**src/rtl/isp_pin_guard.sv**
```systemverilog
module isp_pin_guard #(
  parameter int N_PINS = 8,
  parameter int IR_W = 8,
  parameter logic [IR_W-1:0] OP_ENTER  = 8'hE8,
  parameter logic [IR_W-1:0] OP_EXIT   = 8'hE9,
  parameter logic [IR_W-1:0] OP_PROG   = 8'hEA,
  parameter logic [IR_W-1:0] OP_ERASE  = 8'hED,
  parameter logic [IR_W-1:0] OP_VERIFY = 8'hEE
) (
  input  logic              clk,
  input  logic              rst_n,
  input  logic              tap_reset,
  input  logic              update_ir,
  input  logic [IR_W-1:0]   ir_value,
  input  logic [N_PINS-1:0] cfg_oe,
  input  logic [N_PINS-1:0] pin_in,
  output logic [N_PINS-1:0] pin_oe,
  output logic [N_PINS-1:0] pin_pullup,
  output logic [N_PINS-1:0] pin_sense,
  output logic [N_PINS-1:0] core_in,
  output logic              reinit,
  output logic              mem_op_grant,
  output logic [1:0]        mode_o
);

  typedef enum logic [1:0] {
    MISSION   = 2'd0,
    ISP_ON    = 2'd1,
    EXIT_ARMD = 2'd2
  } mode_t;

  mode_t mode_q, mode_d;
  logic  reinit_q, reinit_d;

  wire is_enter = (ir_value == OP_ENTER);
  wire is_exit  = (ir_value == OP_EXIT);
  wire is_memop = (ir_value == OP_PROG) || (ir_value == OP_ERASE) ||
                  (ir_value == OP_VERIFY);

  always_comb begin
    mode_d   = mode_q;
    reinit_d = 1'b0;
    if (tap_reset) begin
      mode_d   = MISSION;
      reinit_d = (mode_q != MISSION);
    end else if (update_ir) begin
      unique case (mode_q)
        MISSION:   if (is_enter) mode_d = ISP_ON;
        ISP_ON:    if (is_exit)  mode_d = EXIT_ARMD;
        EXIT_ARMD: begin
          if (is_enter) begin
            mode_d = ISP_ON;
          end else begin
            mode_d   = MISSION;
            reinit_d = 1'b1;
          end
        end
        default: mode_d = MISSION;
      endcase
    end
  end

  always_ff @(posedge clk or negedge rst_n) begin
    if (!rst_n) begin
      mode_q   <= MISSION;
      reinit_q <= 1'b0;
    end else begin
      mode_q   <= mode_d;
      reinit_q <= reinit_d;
    end
  end

  wire isolated = (mode_q != MISSION);
  wire drive_ok = !isolated && !reinit_q;

  assign pin_oe       = drive_ok ? cfg_oe : '0;
  assign pin_pullup   = {N_PINS{isolated}};
  assign pin_sense    = {N_PINS{!isolated}};
  assign core_in      = pin_in & pin_sense;
  assign reinit       = reinit_q;
  assign mem_op_grant = (mode_q == ISP_ON) && is_memop;
  assign mode_o       = mode_q;

endmodule

```
**config.mk**
```make
export PLATFORM = sky130hd
export DESIGN_NAME = isp_pin_guard
export DESIGN_NICKNAME = d
export VERILOG_FILES = /design/src/rtl/isp_pin_guard.sv
export SDC_FILE = /design/constraint.sdc
export NUM_CORES = 1
export LEC_CHECK = 0
export BUFFER_PORTS_ARGS = -buffer_cell sky130_fd_sc_hd__buf_2
export CELL_PAD_IN_SITES_DETAIL_PLACEMENT = 1
export CELL_PAD_IN_SITES_GLOBAL_PLACEMENT = 2
export CORE_MARGIN = 2
export CORE_UTILIZATION = 13
export CTS_BUF_LIST = sky130_fd_sc_hd__clkbuf_2 sky130_fd_sc_hd__clkbuf_4 sky130_fd_sc_hd__clkbuf_8
export DETAILED_ROUTE_END_ITERATION = 6
export GPL_TIMING_DRIVEN = 0
export PLACE_DENSITY_LB_ADDON = 0.05
export SYNTH_ARGS = -nofsm -noshare
export SYNTH_HDL_FRONTEND = slang
export SYNTH_SLANG_ARGS = --single-unit
```
**constraint.sdc**
```tcl
create_clock -name clk -period 2.1 [get_ports clk]
set_clock_uncertainty 0.15 [all_clocks]
set_input_delay 0.63 -clock clk [delete_from_list [all_inputs] [get_ports clk]]
set_output_delay 0.63 -clock clk [all_outputs]
set_load 0.005 [all_outputs]
```
# Word level (Yosys, flattened, before mapping)
# Index checks and enable logic that the tools add are counted.
dict set report word_totals {
  reg_bits 3
  in_bits 28
  out_inout_bits 36
  elab_cells 33
}
dict set report classes {
  n_eq_ne 9
  mux 11
  bitwise 1
  reduce_logical 10
}
# operator count
set ops {}
lappend ops {{$eq A8 B8 Y1 const B} 5}
lappend ops {{$and A8 B8 Y8} 1}
lappend ops {{$mux W2} 4}
lappend ops {{$mux W8} 1}
lappend ops {{$ne A3 B3 Y1 const B} 2}
lappend ops {{$pmux W2 S3} 1}
lappend ops {{$mux W1} 5}
lappend ops {{$reduce_bool A2 Y1} 2}
lappend ops {{$reduce_and A3 Y1} 1}
lappend ops {{$eq A2 B1 Y1 const B} 1}
lappend ops {{$eq A2 B2 Y1 const B} 1}
lappend ops {{$logic_and A1 B1 Y1} 2}
lappend ops {{$logic_not A1 Y1} 2}
lappend ops {{$logic_not A2 Y1} 1}
lappend ops {{$logic_or A1 B1 Y1} 2}

# Logic depth before layout (Yosys ltp)
dict set report logic_depth {
  ltp_word 5
  depth_mapped 4
  ltp_nobuf 3
}

# Worst setup path before layout
# No wires, ideal clock.
dict set report synth_timing {
  path_kind {register -> output}
  from {reg mode_q[0], in the netlist mode_o[0]}
  to {out pin_pullup[0]}
  arrival_ns 1.223
  required_time_ns 1.320
  path_slack_ns 0.097
  stages_incl_launch_ff 5
  n_path_buf 2
  cell_sequence {dfrtp_1 > nor2_1 > clkbuf_1 > inv_2 > buf_4}
}
dict set report synth_between {
  elab_chain_cells 1
}
# item line_no
set synth_rtl {}
lappend synth_rtl {{start: declaration} 32} ;# mode_t mode_q, mode_d;
lappend synth_rtl {{start signal: assignment} 68} ;# mode_q <= mode_d;
lappend synth_rtl {{$reduce_bool A2 Y1} 73} ;# wire isolated = (mode_q != MISSION);
lappend synth_rtl {{end: declaration} 18} ;# output logic [N_PINS-1:0] pin_pullup,
# No other way between the ends.

# Final worst setup path
dict set report layout_timing {
  from {in ir_value[4]}
  to {reg mode_q[1], in the netlist mode_o[1]}
}
dict set report layout_between {
  elab_chain_cells 3
  word_cells_on_any_way 5
  cone_classes {eq/ne (4); reduce/logical (1)}
}
# item line_no
set layout_rtl {}
lappend layout_rtl {{start: declaration} 14} ;# input logic [IR_W-1:0] ir_value,
lappend layout_rtl {{$eq A8 B8 Y1 (on tied branches)} {36, 35}}
lappend layout_rtl {{$ne A3 B3 Y1 (no source line)} -}
lappend layout_rtl {{$reduce_and A3 Y1 (no source line) (*)} -}
# Every way passes the cells marked *; elsewhere a longest branch is shown, timed or not.
# A chain may end at the register's enable or synchronous reset.

==> flow_summary.toml <==
[run_status]
status = "complete, but fails checks"
violations = "negative setup slack"

[synthesis]
synth_async_sr_flop_share_pct = 100
synth_most_common_cell = "and2_1"
syn_nets = 85
netlist_area_um2 = 449
synth_edf_count = 0
synth_top_cell_area_share_pct = 25.1
syn_avg_cell_area_um2 = 7.88
synth_top_area_cell = "buf_4"
synth_seq_cells = 3
synth_seq_area_share_pct = 16.7
synth_flop_cell = "dfrtp_1"
ys_top_cells_by_area = "buf_4 25%, and2_1 22%, dfrtp_1 17%"
synth.distinct_cells = 23
synthCells = 57
synth_commonest_cells = "16 x and2_1, 15 x buf_4, 3 x dfrtp_1"
yosys_warnings = 0

[sta]
fmax_mhz = 469
fin_crit_sh_pct = 101
min_period_ns = 2.13
finalHoldViolations = 0
worst_slack_ns = -0.0302
relSlewSlack_pct = 80.5
slew_violations = 0
rsz0062_at_grt = "true"
worst_pin_slew_ns = 0.292
setup_viol = 1

[cells_and_area]
design_area_um2 = 1070
final_nets = 166
fillCellCount = 433
drive_above_1_share_pct = 76.6
layoutNonFillerInstCount = 183
area_growth_pct = 138
diodes = 0

[clock_network]
cts_max_level = 1
cts_tree = "yes"
hold_buffers = 0
cts_buffer_depth = 2
cts_inserted_buffers = 3
cts_sinks = 3
path_clk_slew_ns = 0.04
cts_root_buffer = "clkbuf_4"
clock_latency_ns = 0.23

[critical_path]
max_stage_delay_ns = 0.27
worstPathCellList = "buf_6 -> and4b_1 -> nand4_1 -> buf_4 -> buf_4 -> buf_4 -> buf_4 -> buf_4 -> buf_4 -> buf_4 -> o32ai_1"
crit_top_cell = "buf_4"
crit_arrival_ns = 2.11
r2r_end = "mode_o[1]"
critPathKind = "in2reg"
path_max_fanout = 2
reg2regPathDepth = 10
critPathTopFamily = "buffers and inverters"
reg2reg_slack_ns = 0.16
crit_path_top_delay_cell = "and4b_1"
r2r_start = "mode_o[1]"
cp.required_ns = 2.08
cp_num_buf_inv = 8
end_kind = "register"
crit_path_start_kind = "primary input"

[place]
place_congestion = 0.571
dp_hpwl_um = 1390
portBuffers = 63
dp.cells = 166
dpl_cell_area_um2 = 822

[global_routing]
grt_pass1_wl_um = 3050
grt_pass1_vias = 665
grt_max_degree = 9
grt_usage_pct = 9.64
gr-total-overflow = 0
antenna_found_initial = 0

[power]
vdd_drop_max_mv = 0.0705
p_leak_nw = 0.591
power_density_nw_per_um2 = 235

[floorplanning]
start_util_pct = 13.5
row_count = 21
fp.dieH_um = 62.8
die_w_um = 62.8
io_pins = 64
die_area_um2 = 3940
coreArea_um2 = 3340

[drt]
drt_iter0_markers = 2
route.detailed.drc = 0
totalWireLength_um = 1880
vias = 673
wl_met2_um = 1070
wl_met3_um = 173
wire_per_inst_um = 10.3
wl_met1_um = 633
vias_per_cell = 3.68
drt-pass1-iter-count = 2
highest_layer = "met3"
antenna_left = 0

[flow_run]
cap_violations = 0

[worst_hold_path]
hp-class = "in2async"
## stage by stage
step | power (mW) | TNS [ns] | hold WS (ns) | utilization (%) | setup slack [ns]
3_3_place_gp | 0.132 | -3.94 | 0.277 | 24.6 | -0.266
5_1_grt | 0.276 | -0.340 | 0.0235 | 32.0 | -0.103
4_1_cts | 0.256 | -0.00936 | 0.0254 | 29.5 | -0.00936
6_report | 0.251 | -0.0302 | 0.0367 | 32.0 | -0.0302
3_5_place_dp | 0.133 | -5.02 | 0.279 | 24.6 | -0.325
2_1_floorplan | 0.0854 | 0 | 0.184 | - | 0.0973
## cells in the final DEF, fill, tap and decap left out
master / Yosys / layout
a21oi_1: 1 / 1
a41o_1: 1 / 1
and2_1: 16 / 16
and4b_1: 1 / 1
buf_12: 0 / 1
buf_2: 0 / 56
buf_4: 15 / 20
buf_6: 0 / 13
buf_8: 0 / 1
clkbuf_4: 0 / 5
dfrtp_1: 3 / 1
dfrtp_2: 0 / 2
inv_1: 2 / 2
inv_8: 0 / 1
mux2_2: 1 / 1
nand2_1: 1 / 1
nand2b_1: 1 / 1
nand3_1: 2 / 2
nand4_1: 1 / 1
nand4b_1: 1 / 1
nor2_1: 2 / 1
nor2_4: 0 / 1
nor3_4: 0 / 1
nor3b_1: 1 / 1
o21bai_1: 1 / 1
o32ai_1: 1 / 1
o41ai_2: 1 / 1
or3b_2: 1 / 1
or4b_4: 1 / 1
## worst max-delay path by stage
stage                 from       endpoint  cells after the start
2_1_floorplan    mode_o[0]  pin_pullup[0]                      4
3_3_place_gp     mode_o[0]  pin_pullup[4]                      5
3_5_place_dp     mode_o[0]  pin_pullup[7]                      5
4_1_cts        ir_value[4]   mem_op_grant                      5
5_1_grt        ir_value[4]   mem_op_grant                      5
6_report       ir_value[4]      mode_o[1]                     11
## repair_timing
item	4_1_cts	5_1_grt
endpoints found under the setup margin	32	22
resized for setup	8	18
cloned	1	0
buffers inserted	11	1
pin swaps	2	1
## per-layer routing
metal | vias to the layer above | GRT usage [%]
met4 | 0 | 4.72
met1 | 303 | 9.20
met3 | 0 | 2.52
met5 | - | 0
li1 | 338 | -
met2 | 32 | 18.8
## state kept, by name, summed over array words and instances, names as in the netlist
signal / count
mode_o: 2
reinit: 1
## area by class of cell
| class | instances | area (um^2) | share of cell area [%] |
|---|---|---|---|
| timing repair buffer | 76 | 469 | 43.9 |
| buffer | 16 | 150 | 14.1 |
| clock buffer | 4 | 30.0 | 2.81 |
| inverter | 3 | 18.8 | 1.76 |
| sequential | 3 | 77.6 | 7.26 |
| tap | 46 | 57.6 | 5.39 |
| multi-input combinational | 35 | 265 | 24.8 |
## where the power goes
part           switching (mW)  internal [mW]  total (mW)
Sequential           0.000266         0.0583      0.0586
Clock                  0.0295         0.0840       0.114
Combinational          0.0293         0.0500      0.0792
## logic make-up after synthesis
| group | count (synthesis) | share of synthesized area (%) |
|---|---|---|
| AND/OR/NAND/NOR | 29 | 41.8 |
| buffers and inverters | 19 | 28.4 |
| AO/OA/AOI/OAI | 5 | 10.6 |
| flip-flops | 3 | 16.7 |
| multiplexers | 1 | 2.51 |
Power figures use the tool's default switching activity.
